**src/rtl/fault_snap_pkg.sv**
```systemverilog
package fault_snap_pkg;
  localparam logic [7:0] SCR_LO_ADDR   = 8'h9D;
  localparam logic [7:0] SCR_HI_ADDR   = 8'h9E;
  localparam logic [3:0] GP_FAULT_FUNC = 4'b0010;

  typedef struct packed {
    logic capture;  // sample live status and codes into the pending words
    logic commit;   // move pending words into the store
    logic copy;     // copy selected store row into scratch
  } snap_strobe_t;
endpackage

```
**src/rtl/fault_snap_ctrl.sv**
```systemverilog
module fault_snap_ctrl
  import fault_snap_pkg::*;
#(
  parameter int WR_LAT      = 4,
  parameter int FILT_LEN    = 3,
  parameter int SYNC_STAGES = 2
) (
  input  logic         clk,
  input  logic         rstN,
  input  logic         swTrig,
  input  logic         gpIn,
  input  logic         gpInEn,
  input  logic         gpOutEn,
  input  logic [3:0]   gpFunc,
  input  logic         readTrig,
  output snap_strobe_t strb,
  output logic         busy
);
  localparam int CNT_W  = $clog2(WR_LAT + 1);
  localparam int FCNT_W = $clog2(FILT_LEN + 2);

  logic [SYNC_STAGES-1:0] syncQ;
  logic                   gpSync;
  logic                   gpLvl;
  logic                   gpLvlQ;
  logic                   gpFall;
  logic                   gpArm;
  logic                   faultReq;
  logic [CNT_W-1:0]       busyCnt;

  // Pin synchronizer; reset high so no edge appears out of reset
  always_ff @(posedge clk) begin
    if (!rstN) syncQ <= '1;
    else       syncQ <= {syncQ[SYNC_STAGES-2:0], gpIn};
  end
  assign gpSync = syncQ[SYNC_STAGES-1];

  generate
    if (FILT_LEN == 0) begin : g_noFilt
      always_ff @(posedge clk) begin
        if (!rstN) gpLvl <= 1'b1;
        else       gpLvl <= gpSync;
      end
    end else begin : g_filt
      logic [FCNT_W-1:0] fCnt;
      always_ff @(posedge clk) begin
        if (!rstN) begin
          gpLvl <= 1'b1;
          fCnt  <= '0;
        end else if (gpSync == gpLvl) begin
          fCnt  <= '0;
        end else if (fCnt == FCNT_W'(FILT_LEN - 1)) begin
          gpLvl <= gpSync;
          fCnt  <= '0;
        end else begin
          fCnt  <= fCnt + 1'b1;
        end
      end
    end
  endgenerate

  always_ff @(posedge clk) begin
    if (!rstN) gpLvlQ <= 1'b1;
    else       gpLvlQ <= gpLvl;
  end

  assign gpFall   = gpLvlQ & ~gpLvl;
  assign gpArm    = gpInEn & ~gpOutEn & (gpFunc == GP_FAULT_FUNC);
  assign faultReq = swTrig | (gpFall & gpArm);

  // Write-latency counter
  always_ff @(posedge clk) begin
    if (!rstN)                     busyCnt <= '0;
    else if (busyCnt != '0)        busyCnt <= busyCnt - 1'b1;
    else if (faultReq)             busyCnt <= CNT_W'(WR_LAT);
  end

  assign busy         = (busyCnt != '0);
  assign strb.capture = faultReq & ~busy;
  assign strb.commit  = (busyCnt == CNT_W'(1));
  assign strb.copy    = readTrig;

  // a new busy window always starts at the full latency
  assert_busy_start_R7: assert property (@(posedge clk) disable iff (!rstN)
    $rose(busy) |-> busyCnt == CNT_W'(WR_LAT));

  // an accepted capture opens a busy window on the next cycle
  assert_capture_busy_R2: assert property (@(posedge clk) disable iff (!rstN)
    strb.capture |=> busy);

  // while busy the counter only counts down, never reloads
  assert_busy_countdown_R8: assert property (@(posedge clk) disable iff (!rstN)
    ($past(busy) && busy) |-> busyCnt == $past(busyCnt) - 1'b1);

  // without an armed falling edge or software strobe busy never rises
  assert_no_spurious_R6: assert property (@(posedge clk) disable iff (!rstN)
    !(swTrig || (gpFall && gpArm)) |=> !$rose(busy));
endmodule

```
**src/rtl/fault_snap_dp.sv**
```systemverilog
module fault_snap_dp
  import fault_snap_pkg::*;
#(
  parameter int NUM_CH   = 4,
  parameter int STATUS_W = 8
) (
  input  logic                  clk,
  input  logic                  rstN,
  input  snap_strobe_t          strb,
  input  logic [STATUS_W-1:0]   statusIn,
  input  logic [NUM_CH*8-1:0]   chanHiIn,
  input  logic                  rowSel,
  input  logic                  addrWrEn,
  input  logic [7:0]            addrWrData,
  output logic [NUM_CH*4-1:0]   dataRd
);
  localparam int ROW_W  = NUM_CH * 8;
  localparam int HALF_W = ROW_W / 2;

  logic [ROW_W-1:0]  row1Now, row2Now;
  logic [ROW_W-1:0]  pend1, pend2;
  logic [ROW_W-1:0]  store1, store2;
  logic [ROW_W-1:0]  rowPick;
  logic [HALF_W-1:0] scrLo, scrHi;
  logic [7:0]        addrQ;

  // Packing: status at the top of row 1, channel 0 at the top of row 2
  assign row1Now = {statusIn, {(ROW_W - STATUS_W){1'b0}}};
  generate
    for (genvar ch = 0; ch < NUM_CH; ch++) begin : g_pack
      assign row2Now[ROW_W-1-8*ch -: 8] = chanHiIn[8*ch +: 8];
    end
  endgenerate

  always_ff @(posedge clk) begin
    if (!rstN) begin
      pend1  <= '0;
      pend2  <= '0;
      store1 <= '0;
      store2 <= '0;
    end else begin
      if (strb.capture) begin
        pend1 <= row1Now;
        pend2 <= row2Now;
      end
      if (strb.commit) begin
        store1 <= pend1;
        store2 <= pend2;
      end
    end
  end

  assign rowPick = rowSel ? store2 : store1;

  always_ff @(posedge clk) begin
    if (!rstN) begin
      scrLo <= '0;
      scrHi <= '0;
      addrQ <= '0;
    end else begin
      if (strb.copy) begin
        scrLo <= rowPick[HALF_W-1:0];
        scrHi <= rowPick[ROW_W-1:HALF_W];
      end
      if (addrWrEn) addrQ <= addrWrData;
    end
  end

  always_comb begin
    if (addrQ == SCR_LO_ADDR)      dataRd = scrLo;
    else if (addrQ == SCR_HI_ADDR) dataRd = scrHi;
    else                           dataRd = '0;
  end

  // scratch holds its value unless a copy strobe occurs
  assert_scratch_hold_R10: assert property (@(posedge clk) disable iff (!rstN)
    !strb.copy |=> ($stable(scrLo) && $stable(scrHi)));

  // the store changes only at the end of a write window
  assert_store_hold_R7: assert property (@(posedge clk) disable iff (!rstN)
    !strb.commit |=> ($stable(store1) && $stable(store2)));
endmodule

```
**src/rtl/fault_snap.sv**
```systemverilog
module fault_snap
  import fault_snap_pkg::*;
#(
  parameter int NUM_CH      = 4,
  parameter int STATUS_W    = 8,
  parameter int WR_LAT      = 4,
  parameter int FILT_LEN    = 3,
  parameter int SYNC_STAGES = 2
) (
  input  logic                  clk,
  input  logic                  rstN,
  input  logic [STATUS_W-1:0]   statusIn,
  input  logic [NUM_CH*8-1:0]   chanHiIn,
  input  logic                  swFaultTrig,
  input  logic                  gpIn,
  input  logic                  gpInEn,
  input  logic                  gpOutEn,
  input  logic [3:0]            gpFunc,
  input  logic                  rowSel,
  input  logic                  readTrig,
  input  logic                  addrWrEn,
  input  logic [7:0]            addrWrData,
  output logic [NUM_CH*4-1:0]   dataRd,
  output logic                  busy
);
  snap_strobe_t strb;

  fault_snap_ctrl #(
    .WR_LAT(WR_LAT), .FILT_LEN(FILT_LEN), .SYNC_STAGES(SYNC_STAGES)
  ) u_ctrl (
    .clk(clk), .rstN(rstN), .swTrig(swFaultTrig), .gpIn(gpIn),
    .gpInEn(gpInEn), .gpOutEn(gpOutEn), .gpFunc(gpFunc),
    .readTrig(readTrig), .strb(strb), .busy(busy)
  );

  fault_snap_dp #(
    .NUM_CH(NUM_CH), .STATUS_W(STATUS_W)
  ) u_dp (
    .clk(clk), .rstN(rstN), .strb(strb), .statusIn(statusIn),
    .chanHiIn(chanHiIn), .rowSel(rowSel), .addrWrEn(addrWrEn),
    .addrWrData(addrWrData), .dataRd(dataRd)
  );
endmodule

```
**config.mk**
```make
export PLATFORM = sky130hd
export DESIGN_NAME = fault_snap
export DESIGN_NICKNAME = d
export VERILOG_FILES = /design/src/rtl/fault_snap_pkg.sv /design/src/rtl/fault_snap_ctrl.sv /design/src/rtl/fault_snap_dp.sv /design/src/rtl/fault_snap.sv
export SDC_FILE = /design/constraint.sdc
export NUM_CORES = 1
export LEC_CHECK = 0
export ABC_AREA = 1
export ABC_CLOCK_PERIOD_IN_PS = 2900
export BUFFER_PORTS_ARGS = -buffer_cell sky130_fd_sc_hd__clkbuf_2
export CORE_AREA = 2 2 111 113
export CTS_CLUSTER_SIZE = 12
export DETAILED_ROUTE_END_ITERATION = 8
export DIE_AREA = 0 0 113 115
export PLACE_DENSITY_LB_ADDON = 0.3
export SETUP_SLACK_MARGIN = 0.5
export SYNTH_ARGS = -nofsm -noshare
export SYNTH_HDL_FRONTEND = slang
export SYNTH_HIERARCHICAL = 1
export SYNTH_SLANG_ARGS = --single-unit
export TNS_END_PERCENT = 10
```
**constraint.sdc**
```tcl
create_clock -name clk -period 2.9 [get_ports clk]
set_clock_uncertainty 0.1 [all_clocks]
set_input_delay 0.725 -clock clk [delete_from_list [all_inputs] [get_ports clk]]
set_output_delay 0.725 -clock clk [all_outputs]
set_load 0.02 [all_outputs]
```
After elaboration in Yosys (flattened, before gate mapping)
Cells that the tools add are included.
{"block": "op_classes", "n_eq_ne": 6, "n_mul": 0, "magnitude_cmp": 0, "add_sub_neg": 2, "n_bitwise": 11, "div": 0, "n_mux": 5, "shift": 0, "n_reduce_logical": 4}
{"cell": "16-bit 2-to-1 mux", "n": 2}
{"cell": "32-bit 2-to-1 mux", "n": 1}
{"cell": "8-bit == test, second input constant", "n": 2}
{"cell": "3-bit 2-to-1 mux", "n": 2}
{"cell": "1-bit bitwise AND", "n": 5}
{"cell": "1-bit NOT", "n": 5}
{"cell": "4-bit by 2-bit == test with 1-bit output, second input constant", "n": 1}
{"cell": "3-bit by 1-bit adder with 3-bit output, second input constant", "n": 1}
{"cell": "3-bit by 1-bit == test with 1-bit output, second input constant", "n": 1}
{"cell": "3-bit by 2-bit == test with 1-bit output, second input constant", "n": 1}
{"cell": "3-bit nonzero test", "n": 1}
{"cell": "3-bit OR reduction", "n": 1}
{"cell": "3-bit by 1-bit subtractor with 3-bit output, second input constant", "n": 1}
{"cell": "2-bit AND reduction", "n": 1}
{"cell": "2-bit nonzero test", "n": 1}
{"cell": "1-bit == test", "n": 1}
{"cell": "1-bit OR", "n": 1}
{"block": "totals", "latchBits": 0, "ramBits": 0, "memories": 0, "word_cells": 40, "input_bits": 61, "out_inout_bits": 17, "reg_bits": 130, "romBits": 0}

Longest topological paths before layout
{"block": "logic_depth", "word_depth": 7, "ltp_mapped": 9, "mapped_depth_nobuf": 8}

Modules after synthesis
Netlist, hierarchy kept.
{"mod": "fault_snap_dp", "cells_per_inst": 645, "n_inst": 1, "seq_area_each_um2": 2402.3, "area_per_inst_um2": 4755.8}
{"mod": "fault_snap_ctrl", "cells_per_inst": 57, "n_inst": 1, "seq_area_each_um2": 200.2, "area_per_inst_um2": 439.2}

Least setup slack after synthesis
No wires, ideal clock.
{"block": "synth_path", "path_kind": "flip-flop to output port", "start": "register u_dp.addrQ[5]", "end": "output port dataRd[10]", "path_buffers": 1, "t_required_ns": 2.075, "path_slack_ns": 1.110, "path_stages_with_launch": 7, "arrival_ns": 0.965, "path_cell_list": "dfxtp_1 nor2_4 nand2_4 nor2_8 buf_8 nand2_1 nand2_1"}
{"block": "synth_between", "elab_chain_cells": 3, "word_cells_on_any_way": 4, "cone_classes": "eq/ne: 2; mux: 2"}
{"element": "start: declaration", "line": "fault_snap_dp.sv:25", "source": "logic [7:0] addrQ;"}
{"element": "start signal: assignment", "line": "fault_snap_dp.sv:65", "source": "if (addrWrEn) addrQ <= addrWrData;"}
{"element": "8-bit == test", "line": "fault_snap_dp.sv:71", "source": "else if (addrQ == SCR_HI_ADDR) dataRd = scrHi;"}
{"element": "16-bit 2-to-1 mux", "line": "fault_snap_dp.sv:71"}
{"element": "16-bit 2-to-1 mux (*)", "line": "fault_snap_dp.sv:70", "source": "if (addrQ == SCR_LO_ADDR) dataRd = scrLo;"}
{"element": "end: declaration", "line": "fault_snap.sv:23", "source": "output logic [NUM_CH*4-1:0] dataRd,"}
Mark *: on every way between the ends. The rest lies on a longest branch, timed or not.

Worst setup path in the final report
{"block": "layout_path", "start": "register u_dp.addrQ[1]", "end": "output port dataRd[4]"}
Same word-level chain as after synthesis.

==> qor.json <==
{
  "outcome": {"value": "finished with violations"},
  "failing_checks": {"value": "DRC"},
  "setup_repair_after_global_routing_missed_its_margin": {"value": "yes"},
  "yosys.area.top_type_share": {"value": 0.501},
  "p_switching": {"value": 1.77, "unit": "mW"},
  "nets": {"value": 828},
  "internal-power": {"value": 4.21, "unit": "mW"},
  "dr.pass1.iters": {"value": 7},
  "power.combinational.fraction": {"value": 0.206},
  "core-area": {"value": 11800, "unit": "sq um"},
  "initial_cell_density_of_the_core": {"value": 0.440},
  "part_of_the_power_in_registers": {"value": 0.428},
  "placementRows": {"value": 40},
  "drc": {"value": 4},
  "first_global_vias": {"value": 4318},
  "post_synth_xor_area_fraction": {"value": 0.00337},
  "antenna_cells_inserted": {"value": 0},
  "drv.max_cap_violation_count": {"value": 0},
  "cts_sinks": {"value": 130},
  "p_leak": {"value": 3.03, "unit": "nW"},
  "clock_insertion_delay_worst_skew": {"value": 0.40, "unit": "ns"},
  "synth_cell_types": {"value": 28},
  "finalHoldViolCount": {"value": 0},
  "synth_compound_gate_area_share": {"value": 0.145},
  "tritoncts": {"value": "yes"},
  "cts-root-buf": {"value": "sky130_fd_sc_hd__clkbuf_16"},
  "post_synth_top_area_cell": {"value": "sky130_fd_sc_hd__dfxtp_1"},
  "drtAntennaViolNets": {"value": 0},
  "dp_slack": {"value": 0.514, "unit": "ns"},
  "crit_fanout": {"value": 16},
  "commonest_non_fill_non_tap_cell_in_the_layout": {"value": "sky130_fd_sc_hd__nor2_1"},
  "syn_inst": {"value": 702},
  "cts-htree-levels": {"value": 4},
  "layout_setup_ws": {"value": 0.504, "unit": "ns"},
  "setup.worst_path.class": {"value": "reg2out"},
  "dr_total_vias": {"value": 4607},
  "totalNegativeSetupSlack": {"value": 0, "unit": "ns"},
  "yosysWarnings": {"value": 6},
  "postCtsHoldBufs": {"value": 0},
  "route.detailed.wl_per_inst": {"value": 12.9, "unit": "microns"},
  "global_route.overflow_total": {"value": 0},
  "clk_path_buf_depth": {"value": 2},
  "totalPowerFinal": {"value": 5.98, "unit": "mW"},
  "drive_above_1_share": {"value": 0.188},
  "sw_frac_of_total": {"value": 0.296},
  "mostFrequentLayoutCells": {"value": "sky130_fd_sc_hd__nor2_1 (221), sky130_fd_sc_hd__dfxtp_1 (126), sky130_fd_sc_hd__o21ai_0 (93)"},
  "grt_start_max_net_pins": {"value": 114},
  "post_synth_instance_area": {"value": 5190, "unit": "sq um"},
  "dieWidth": {"value": 113, "unit": "microns"},
  "max_slew.worst_pin.slew": {"value": 1.18, "unit": "ns"},
  "synth_simple_gate_area_share": {"value": 0.257},
  "drt-total-wl": {"value": 11.9, "unit": "mm"},
  "routabilityCongestion": {"value": 0.807},
  "adder_and_majority_gate_portion_of_the_synthesized_area": {"value": 0.00482},
  "global_route.usage.total": {"value": 0.195},
  "top_post_synthesis_cells_by_area": {"value": "sky130_fd_sc_hd__dfxtp_1 (50%), sky130_fd_sc_hd__nor2_1 (16%), sky130_fd_sc_hd__o21ai_0 (9.0%), sky130_fd_sc_hd__nand2_1 (5.0%), sky130_fd_sc_hd__a21oi_1 (3.4%)"},
  "power-per-cell-area": {"value": 953, "unit": "nW/um^2"},
  "yosys_register_bits": {"value": 130},
  "layout_worst_path_cycle_share": {"value": 0.826},
  "synth_mux_area_frac": {"value": 0},
  "detailed_placement_hpwl": {"value": 7.56, "unit": "mm"},
  "synth_seq_area_share": {"value": 0.501},
  "viasPerCell": {"value": 5.00},
  "syn2layout_area_growth": {"value": 20.8, "unit": "%"},
  "dominant_combinational_cell_family_by_area_after_synthesis": {"value": "simple AND/OR/NAND/NOR gates"},
  "required": {"value": 2.08, "unit": "ns"},
  "floorplan.die_area": {"value": 13000, "unit": "sq um"},
  "vdd.ir_drop.worst": {"value": 0.490, "unit": "mV"},
  "number_of_antenna_violations_at_the_first_check_in_global_routing": {"value": 0},
  "period_needed": {"value": 2.40, "unit": "ns"},
  "slew_headroom": {"value": 0.213},
  "clkPwrFrac": {"value": 0.366},
  "synth_fp_nets": {"value": 765},
  "critical_path_arrival": {"value": 1.57, "unit": "ns"},
  "maxClockFrequency": {"value": 417, "unit": "MHz"},
  "num-fill-cells": {"value": 1147},
  "startpoint_type": {"value": "flop"},
  "numCtsBuffers": {"value": 17},
  "die_height": {"value": 115, "unit": "microns"},
  "timing_max_transition_violations_final": {"value": 0},
  "worst_setup_path_end_kind": {"value": "output port"},
  "hold_path_class": {"value": "reg2reg"},
  "num_io_pins": {"value": 78},
  "synthesized_area_per_cell": {"value": 7.40, "unit": "sq um"},
  "numPortBuffers": {"value": 77},
  "setup_viol": {"value": 0},
  "grt_pass1_wl": {"value": 20.4, "unit": "mm"},
  "detailedRoute.firstIterationViolations": {"value": 321},
  "clkTransAtPathRegs": {"value": 0.05, "unit": "ns"}
}
cell type report:
cell class                 count  area [sq um]  area share
clock buffer                  25           526      0.0838
clock inverter                 4          95.1      0.0152
inverter                      46           180      0.0287
multi-input combinational    484          2180       0.348
sequential                   130          2610       0.416
tap                          147           184      0.0293
timing repair buffer          86           497      0.0792
per-layer routing:
| metal | part of all wire | track usage | vias up |
|---|---|---|---|
| met3 | 0.075 | 0.0596 | 13 |
| li1 | - | - | 2361 |
| met1 | 0.49 | 0.277 | 2101 |
| met2 | 0.43 | 0.284 | 132 |
| met5 | 0 | 0 | - |
| met4 | 0.012 | 0.0593 | 0 |
power groups by stage:
stage          sequential, mW  clock, mW  combinational (mW)
6_report                 2.56       2.19                1.23
5_1_grt                  2.62       2.32                1.43
4_1_cts                  2.56       2.24                1.24
3_5_place_dp             2.59          0                1.21
3_3_place_gp             2.57          0                1.19
2_1_floorplan            2.50          0               0.979
flip-flops by register name (all words and copies together), names as in the netlist:
name                cells
u_ctrl/gpLvl            1
u_ctrl/busyCnt          3
u_dp/store2            32
u_dp/pend2             32
u_ctrl/g_filt.fCnt      3
u_dp/scrHi             16
u_ctrl/syncQ            2
u_dp/pend1              8
u_dp/store1             8
u_ctrl/gpLvlQ           1
u_dp/addrQ              8
u_dp/scrLo             16
kinds of logic after synthesis:
family,count (synthesis)
simple gates,329
xor+xnor,2
buf+inv,90
fa+ha+maj,2
compound gates,149
flops,130
metrics by stage:
step | util | hold slack (ns) | cells | area [sq um]
CTS | 0.530 | 0.312 | 922 | 6260
floorplan | - | 0.286 | 702 | 5190
global route | 0.531 | 0.336 | 922 | 6270
detailed placement | 0.468 | 0.299 | 887 | 5530
finish | 0.531 | 0.308 | 922 | 6270
global placement | 0.468 | 0.293 | 887 | 5530
final timing paths:
kind | startpoint | end | slack, ns | cells past startpoint
hold reg to reg | u_ctrl/syncQ[0]$_SDFF_PN1_ | u_ctrl/syncQ[1]$_SDFF_PN1_ | 0.31 | 1
hold / removal | u_ctrl/syncQ[0]$_SDFF_PN1_ | u_ctrl/syncQ[1]$_SDFF_PN1_ | 0.31 | 1
setup / recovery | u_dp/addrQ[1]$_SDFFE_PN0P_ | dataRd[4] | 0.50 | 7
setup reg to reg | u_ctrl/busyCnt[0]$_SDFFE_PN0P_ | u_dp/pend2[31]$_SDFFE_PN0P_ | 0.93 | 8
Yosys cell counts (all sizes together):
library cell    n
clkbuf         14
nand3          25
buf            30
xnor2           1
a211oi          1
nor3            2
xor2            1
dfxtp         130
clkinv          1
or2             2
ha              2
nand2          73
o21ai         112
a21oi          35
inv            45
o211ai          1
nor2          227
worst max-delay path, stage by stage (launching register included):
cell,delay (ns)
sky130_fd_sc_hd__dfxtp_1,0.30
sky130_fd_sc_hd__inv_2,0.08
sky130_fd_sc_hd__nand2_4,0.09
sky130_fd_sc_hd__nor2_4,0.13
sky130_fd_sc_hd__buf_12,0.15
sky130_fd_sc_hd__nand3_1,0.10
sky130_fd_sc_hd__nand2_1,0.12
sky130_fd_sc_hd__clkbuf_2,0.18
repair_timing:
| item | in CTS | in global routing |
|---|---|---|
| pin swaps | 3 | 3 |
| resized for setup | 15 | 12 |
| setup buffers | 4 | 0 |
| gates cloned | 2 | 0 |
| endpoints found under the setup margin | 16 | 16 |
(Power assumes the default switching activity.)
